File: src/rtl/ckdiv_pkg.sv
package ckdiv_pkg;
  localparam int DATA_W = 16;
  localparam int ADDR_W = 2;
  localparam logic [ADDR_W-1:0] ADDR_CLKCTL = 2'd0;
  localparam logic [ADDR_W-1:0] ADDR_BUSOPT = 2'd1;
  localparam logic [DATA_W-1:0] BUSOPT_RESET = 16'h80E0;
  localparam int NARROW_BIT = 15;
endpackage

File: src/rtl/ckdiv_regs.sv
module ckdiv_regs
  import ckdiv_pkg::*;
#(
  parameter int SEL_W = 8
) (
  input  logic              clk,
  input  logic              rst_n,
  input  logic              wr,
  input  logic [ADDR_W-1:0] addr,
  input  logic [DATA_W-1:0] wdata,
  output logic [DATA_W-1:0] rdata,
  output logic [SEL_W-1:0]  prog_sel,
  output logic              prog_en,
  output logic              narrow
);
  localparam int CTL_W = SEL_W + 1;

  logic [CTL_W-1:0]  ctl_q;
  logic [DATA_W-1:0] opt_q;

  always_ff @(posedge clk or negedge rst_n) begin
    if (!rst_n) begin
      ctl_q <= '0;
      opt_q <= BUSOPT_RESET;
    end else if (wr) begin
      if (addr == ADDR_CLKCTL) ctl_q <= wdata[CTL_W-1:0];
      if (addr == ADDR_BUSOPT) opt_q <= wdata;
    end
  end

  always_comb begin
    rdata = '0;
    if (addr == ADDR_CLKCTL) rdata[CTL_W-1:0] = ctl_q;
    else if (addr == ADDR_BUSOPT) rdata = opt_q;
  end

  assign prog_sel = ctl_q[SEL_W-1:0];
  assign prog_en  = ctl_q[SEL_W];
  assign narrow   = opt_q[NARROW_BIT];
endmodule

File: src/rtl/ckdiv_decode.sv
module ckdiv_decode #(
  parameter int SEL_W = 8,
  localparam int CNT_W = SEL_W + 1
) (
  input  logic [SEL_W-1:0] sel,
  output logic [CNT_W-1:0] half
);
  // highest set bit wins; empty selector means half period of one cycle
  always_comb begin
    half = CNT_W'(1);
    for (int i = 0; i < SEL_W; i++) begin
      if (sel[i]) half = CNT_W'(1) << (i + 1);
    end
  end
endmodule

File: src/rtl/ckdiv_gen.sv
module ckdiv_gen #(
  parameter int SEL_W = 8,
  localparam int CNT_W = SEL_W + 1
) (
  input  logic             clk,
  input  logic             rst_n,
  input  logic [SEL_W-1:0] prog_sel,
  input  logic             prog_en,
  output logic [SEL_W-1:0] act_sel,
  output logic             act_en,
  output logic             card_clk
);
  logic [CNT_W-1:0] cnt_q;
  logic [CNT_W-1:0] half;
  logic [SEL_W-1:0] sel_eff;
  logic             en_eff;
  logic             clk_q;

  // new settings pass through only during the low phase
  assign sel_eff = clk_q ? act_sel : prog_sel;
  assign en_eff  = clk_q ? act_en  : prog_en;

  ckdiv_decode #(.SEL_W(SEL_W)) dec_i (
    .sel  (sel_eff),
    .half (half)
  );

  always_ff @(posedge clk or negedge rst_n) begin
    if (!rst_n) begin
      act_sel <= '0;
      act_en  <= 1'b0;
    end else if (!clk_q) begin
      act_sel <= prog_sel;
      act_en  <= prog_en;
    end
  end

  always_ff @(posedge clk or negedge rst_n) begin
    if (!rst_n) begin
      cnt_q <= '0;
      clk_q <= 1'b0;
    end else if (!en_eff) begin
      cnt_q <= '0;
      clk_q <= 1'b0;
    end else if (cnt_q >= half - CNT_W'(1)) begin
      cnt_q <= '0;
      clk_q <= ~clk_q;
    end else begin
      cnt_q <= cnt_q + CNT_W'(1);
    end
  end

  assign card_clk = clk_q;
endmodule

File: src/rtl/card_clk_div.sv
module card_clk_div
  import ckdiv_pkg::*;
#(
  parameter int SEL_W = 8
) (
  input  logic              clk,
  input  logic              rst_n,
  input  logic              reg_wr,
  input  logic [ADDR_W-1:0] reg_addr,
  input  logic [DATA_W-1:0] reg_wdata,
  output logic [DATA_W-1:0] reg_rdata,
  output logic              card_clk,
  output logic              wide_bus
);
  logic [SEL_W-1:0] prog_sel;
  logic             prog_en;
  logic             narrow;
  logic [SEL_W-1:0] act_sel;
  logic             act_en;

  ckdiv_regs #(.SEL_W(SEL_W)) regs_i (
    .clk      (clk),
    .rst_n    (rst_n),
    .wr       (reg_wr),
    .addr     (reg_addr),
    .wdata    (reg_wdata),
    .rdata    (reg_rdata),
    .prog_sel (prog_sel),
    .prog_en  (prog_en),
    .narrow   (narrow)
  );

  ckdiv_gen #(.SEL_W(SEL_W)) gen_i (
    .clk      (clk),
    .rst_n    (rst_n),
    .prog_sel (prog_sel),
    .prog_en  (prog_en),
    .act_sel  (act_sel),
    .act_en   (act_en),
    .card_clk (card_clk)
  );

  assign wide_bus = ~narrow;
endmodule

File: config.mk
export PLATFORM = sky130hd
export DESIGN_NAME = card_clk_div
export DESIGN_NICKNAME = d
export VERILOG_FILES = /design/src/rtl/ckdiv_pkg.sv /design/src/rtl/ckdiv_regs.sv /design/src/rtl/ckdiv_decode.sv /design/src/rtl/ckdiv_gen.sv /design/src/rtl/card_clk_div.sv
export SDC_FILE = /design/constraint.sdc
export NUM_CORES = 1
export LEC_CHECK = 0
export ABC_CLOCK_PERIOD_IN_PS = 3700
export BUFFER_PORTS_ARGS = -buffer_cell sky130_fd_sc_hd__buf_2
export CORE_MARGIN = 2
export CORE_UTILIZATION = 56
export DETAILED_ROUTE_END_ITERATION = 8
export HOLD_SLACK_MARGIN = 0.06
export PLACE_DENSITY = 0.91
export SLEW_MARGIN = 20
export SYNTH_ARGS = -nofsm -noshare
export SYNTH_HDL_FRONTEND = slang
export SYNTH_SLANG_ARGS = --single-unit
File: constraint.sdc
create_clock -name clk -period 3.7 [get_ports clk]
set_input_delay 0.74 -clock clk [delete_from_list [all_inputs] [get_ports clk]]
set_output_delay 0.74 -clock clk [all_outputs]
set_load 0.02 [all_outputs]
=== Word level (Yosys, flattened, before mapping) ===
Index checks and enable logic that the tools add are counted.

* Register bits after elaboration: 44
* Logic and storage cells: 33

* Add/sub/neg operators: 2
* Magnitude comparators: 1
* Equal/unequal tests: 2
* Muxes and demuxes: 17
* Bitwise gates (word level): 2
* Reduce and logical (&&, ||, !) cells: 3

{| class="wikitable"
|+ Operator list
! operator !! count
|-
| $mux W9 || 10
|-
| $mux W16 || 1
|-
| $add A9 B1 Y9 const B || 1
|-
| $ge A9 B9 Y1 || 1
|-
| $sub A9 B1 Y9 const B || 1
|-
| $mux W8 || 1
|-
| $mux W7 || 1
|-
| $reduce_and A2 Y1 || 2
|-
| $mux W1 || 3
|-
| $eq A2 B1 Y1 const B || 1
|-
| $logic_not A2 Y1 || 1
|-
| $mux W2 || 1
|-
| $ne A2 B2 Y1 const B || 1
|-
| $not A1 Y1 || 2
|}

=== Longest topological paths before layout ===
* Word-level depth: 13
* Gate-level depth with buffers: 14
* Gate-level depth less buffers: 12

=== Cells and area by module ===
From an unflattened synthesis, not the netlist that was laid out.

* Cell total of the unflattened synthesis: 193
* Area, all modules: 2374.8 um2

{| class="wikitable"
|+ By module, submodules not included
! module !! instances !! cells an instance !! area each (um2)
|-
| ckdiv_regs || 1 || 82 || 1183.6
|-
| ckdiv_gen || 1 || 98 || 1096.1
|-
| ckdiv_decode || 1 || 12 || 91.3
|-
| card_clk_div || 1 || 1 || 3.8
|}

=== Worst setup path before layout ===
OpenSTA, ideal clock, no wires.

* Kind: register -> register
* Start: register gen_i.clk_q (netlist: gen_i.card_clk)
* End: register gen_i.clk_q (netlist: gen_i.card_clk)
* Arrival: 3.137 ns
* Setup slack: 0.438 ns
* Stages on the path, launching flop included: 13
* Buffers on the path: 2
* Period minus slack after synthesis: 3.262 ns
* Cells stage by stage: dfrtp_1 > buf_6 > nor4b_1 > a22oi_1 > or3_1 > ha_1 > xnor2_1 > ha_1 > a211oi_1 > o21ai_0 > a221o_1 > buf_6 > mux2_4

* Cells in the longest elaborated chain, start to end: 12
* Elaborated cells between the ends (all ways): 16

{| class="wikitable"
|+ Ends and longest elaborated chain
! what !! RTL line !! RTL
|-
| start, declared || ckdiv_gen.sv:17 || <nowiki>logic clk_q;</nowiki>
|-
| start signal, assigned || ckdiv_gen.sv:47 || <nowiki>clk_q <= ~clk_q;</nowiki>
|-
| $mux W8 || -- ||
|-
| $mux W2 || ckdiv_decode.sv:12 || <nowiki>if (sel[i]) half = CNT_W'(1) << (i + 1);</nowiki>
|-
| $mux W9 (7 in series) || ckdiv_decode.sv:12 ||
|-
| $sub A9 B1 Y9 || ckdiv_gen.sv:45 || <nowiki>end else if (cnt_q >= half - CNT_W'(1)) begin</nowiki>
|-
| $ge A9 B9 Y1 || ckdiv_gen.sv:45 ||
|-
| $ne A2 B2 Y1 (no source line) || -- ||
|}

Parallel ways exist; a longest one is shown, timed or not. The select of a mux whose other input is x is not followed.
A chain may end at the register's enable or synchronous reset.

=== Worst setup path after layout ===
* Start: register gen_i.clk_q (netlist: gen_i.card_clk)
* End: register gen_i.clk_q (netlist: gen_i.card_clk)

* Elaborated cells between the ends (all ways): 16

{| class="wikitable"
|+ RTL lines
! what !! RTL line !! RTL
|-
| $mux W8 || -- ||
|-
| via gen_i.dec_i.sel[1] || ckdiv_decode.sv:5 || <nowiki>input logic [SEL_W-1:0] sel,</nowiki>
|-
| $mux W9 (7 in series) || ckdiv_decode.sv:12 ||
|-
| $sub A9 B1 Y9 || ckdiv_gen.sv:45 ||
|-
| $ge A9 B9 Y1 || ckdiv_gen.sv:45 ||
|-
| $ne A2 B2 Y1 (no source line) || -- ||
|}

The timed path passes the listed nets, and every way through them passes these cells. The select of a mux whose other input is x is not followed.

==> impl_metrics.tcl <==
set metrics [dict create \
    synth.largest_area_cell "dfrtp_1" \
    cap_violations 0 \
    fin_crit_ns 3.44 \
    routed_wl_um 4200 \
    worstSetupStartpointType "flip-flop" \
    die_x_um 68.0 \
    chipHeight_um 68.0 \
    r2r-start "gen_i.card_clk$_DFFE_PN0P_" \
    rr_endpoint "gen_i.card_clk$_DFFE_PN0P_" \
    fmax_mhz 291 \
    hold_depth 1 \
    peakVddDrop_v 0.000374 \
    syn_nets 233 \
    period_share 0.930 \
    dp_hpwl_um 3120 \
    worstHoldStart "gen_i.cnt_q[0]$_DFF_PN0_" \
    relSlewSlack 0.372 \
    ys.flop_type "dfrtp_1" \
    critPathArrivalTime_ns 3.63 \
    dp.cells 285 \
    grt_pass1_wl_um 6730 \
    stdcell_area_um2 2660 \
    ys_seq_elements 44 \
    syn_inst 201 \
    viasPerCell 5.46 \
    cts_tree "built" \
    cts.sinks 44 \
    fin_hold_ws_ns 0.499 \
    ys_async_sr_fraction 1.00 \
    slew_violations 0 \
    switching_share 0.314 \
    antennaDiodeCount 0 \
    avgRoutedWirePerCell_um 14.3 \
    synth_common_cells "40 x dfrtp_1, 31 x mux2_2, 28 x nor2_1" \
    ys_seq_area_frac 0.482 \
    crit_path_end_kind "flip-flop" \
    clock_skew_ns 0.0109 \
    final.setup.tns_ns 0 \
    syn_area_per_cell_um2 11.4 \
    drive_gt1_frac 0.358 \
    p_int_mw 1.11 \
    power_density_nw_per_um2 607 \
    hp-class "flip-flop to flip-flop" \
    core_area_um2 3970 \
    worst-endpoint-required_ns 3.89 \
    rsz0062_at_grt "false" \
    ff2ff_setup_slack_ns 0.26 \
    fin_cells 293 \
    cts_htree_levels 2 \
    synth-edff-count 0 \
    synth_top_area_frac 0.436 \
    die_area_um2 4620 \
    placed_cell_area_um2 2520 \
    portBuffers 38 \
    grt_antenna_before_repair 0 \
    drt-initial-drc-count 59 \
    tightestPinTransition_ns 0.941 \
    reg2reg_depth 12 \
    grt_start_max_net_pins 45 \
    crit_type "flip-flop to flip-flop" \
    cp_max_fo 11 \
    setup_viol 0 \
    clkPwrFrac 0.265 \
    post-cts-setup-buffers 0 \
    num_io_pins 39 \
    cts.repair.resized 0 \
    cts_root_buffer "clkbuf_8" \
    ys_warn_count 0 \
    drc 0 \
    syn_to_final_growth_pct 15.8 \
    clk_latency_ns 0.30 \
    drt_first_pass_iters 4 \
    numCtsBuffers 5 \
    synth.most_common_cell "dfrtp_1" \
    hold_buffers 0 \
    grt_pass1_vias 1485 \
    syn_area_um2 2290 \
    ys_types 36 \
    cts.clk_slew.worst_paths_ns 0.08 \
    start_util 0.578 \
    power_leakage_nw 1.26 \
    vias 1600 \
    synth_top_cells_by_area "dfrtp_1 44%, mux2_2 15%, ha_1 6.0%, mux2i_1 4.8%, dfstp_2 4.6%" \
    final_antenna_net_count 0 \
    status "finished clean" \
    seqPwrFrac 0.434 \
    switching_power_uw 506 \
    clock_path_buffers 2 \
    final_nets 274 \
    finalHoldViolCount 0 \
    rows 23 \
    overflow 0 \
    track_usage 0.199 \
    share_comb_of_total_power 0.300 \
    place.gp.congestion 0.913 \
    holdPathEnd "gen_i.cnt_q[0]$_DFF_PN0_" \
]
## power by group through the flow
stage               clock network [mW]  registers, mW  logic (mW)
floorplan                            0          0.677       0.381
global placement                     0          0.699       0.460
detailed placement                   0          0.709       0.480
CTS                              0.433          0.700       0.486
global route                     0.455          0.716       0.539
finish                           0.428          0.701       0.484
## worst max path at each step
| stage | startpoint | endpoint |
|---|---|---|
| floorplan | gen_i.card_clk$_DFFE_PN0P_ | gen_i.card_clk$_DFFE_PN0P_ |
| global placement | gen_i.card_clk$_DFFE_PN0P_ | gen_i.card_clk$_DFFE_PN0P_ |
| detailed placement | gen_i.card_clk$_DFFE_PN0P_ | gen_i.card_clk$_DFFE_PN0P_ |
| CTS | gen_i.card_clk$_DFFE_PN0P_ | gen_i.card_clk$_DFFE_PN0P_ |
| global route | gen_i.card_clk$_DFFE_PN0P_ | gen_i.card_clk$_DFFE_PN0P_ |
| finish | gen_i.card_clk$_DFFE_PN0P_ | gen_i.card_clk$_DFFE_PN0P_ |
## state kept, by name, indices dropped and copies added, names as in the netlist
| register | cells |
|---|---|
| gen_i.card_clk | 1 |
| gen_i.act_sel | 8 |
| regs_i.ctl_q | 9 |
| gen_i.act_en | 1 |
| gen_i.cnt_q | 9 |
| regs_i.opt_q | 16 |
## per-layer routing
metal / track usage / share of wire
met1: 0.256 / 0.45
met5: 0 / 0
met2: 0.326 / 0.50
met4: 0.0600 / 0.012
met3: 0.0559 / 0.042
## through the flow
step	setup slack, ns	util	power, mW
floorplan	0.438	-	1.06
global placement	0.505	0.635	1.16
detailed placement	0.335	0.635	1.19
CTS	0.283	0.669	1.62
global route	0.0888	0.669	1.71
finish	0.260	0.669	1.61
## final cells by class
type,count,area [um^2]
Clock inverter,2,60.1
Clock buffer,6,72.6
Sequential cell,44,1110
Fill cell,292,1320
Inverter,7,26.3
Tap cell,50,62.6
Multi-Input combinational cell,143,1110
Timing Repair Buffer,41,213
## cells by family after synthesis
group	count (synthesis)	share of synthesized area
compound gates	17	0.0469
xor+xnor	8	0.0306
fa+ha+maj	11	0.0600
buf+inv	14	0.0316
flops	44	0.482
mux	44	0.213
simple gates	63	0.135
## critical path: stages, from the launching register on
cell and delay [ns]:
dfrtp_1 0.55, buf_4 0.25, mux2i_1 0.30, inv_1 0.13
or3_1 0.36, ha_1 0.28, o31a_1 0.14, a21oi_1 0.18
ha_1 0.28, nand2_1 0.07, o21ai_0 0.08, a221o_1 0.40
mux2_4 0.30
## cell usage in the layout, fill, tap and decap left out
| cell type | Yosys | final |
|---|---|---|
| a211oi_1 | 1 | 1 |
| a21oi_1 | 5 | 5 |
| a221o_1 | 1 | 1 |
| a22o_1 | 1 | 1 |
| a22oi_1 | 1 | 1 |
| a41oi_1 | 1 | 1 |
| and2_1 | 7 | 7 |
| and3_1 | 1 | 1 |
| buf_2 | 4 | 38 |
| buf_4 | 0 | 3 |
| bufinv_16 | 0 | 2 |
| clkbuf_1 | 1 | 1 |
| clkbuf_8 | 0 | 5 |
| dfrtp_1 | 40 | 40 |
| dfstp_2 | 4 | 4 |
| ha_1 | 11 | 11 |
| inv_1 | 7 | 7 |
| mux2_2 | 31 | 31 |
| mux2_4 | 2 | 2 |
| mux2i_1 | 11 | 11 |
| nand2_1 | 4 | 4 |
| nand2_2 | 1 | 1 |
| nand2b_1 | 1 | 1 |
| nand3_1 | 5 | 5 |
| nand4_1 | 2 | 2 |
| nor2_1 | 28 | 28 |
| nor2b_1 | 3 | 3 |
| nor3_1 | 4 | 4 |
| nor3b_1 | 2 | 2 |
| nor4_1 | 1 | 1 |
| nor4b_1 | 1 | 1 |
| o21ai_0 | 5 | 5 |
| o22ai_1 | 1 | 1 |
| o31a_1 | 1 | 1 |
| or3_1 | 2 | 2 |
| or3b_2 | 1 | 1 |
| xnor2_1 | 5 | 5 |
| xor2_1 | 3 | 3 |
Note: power is estimated with default switching activity, not from simulation.
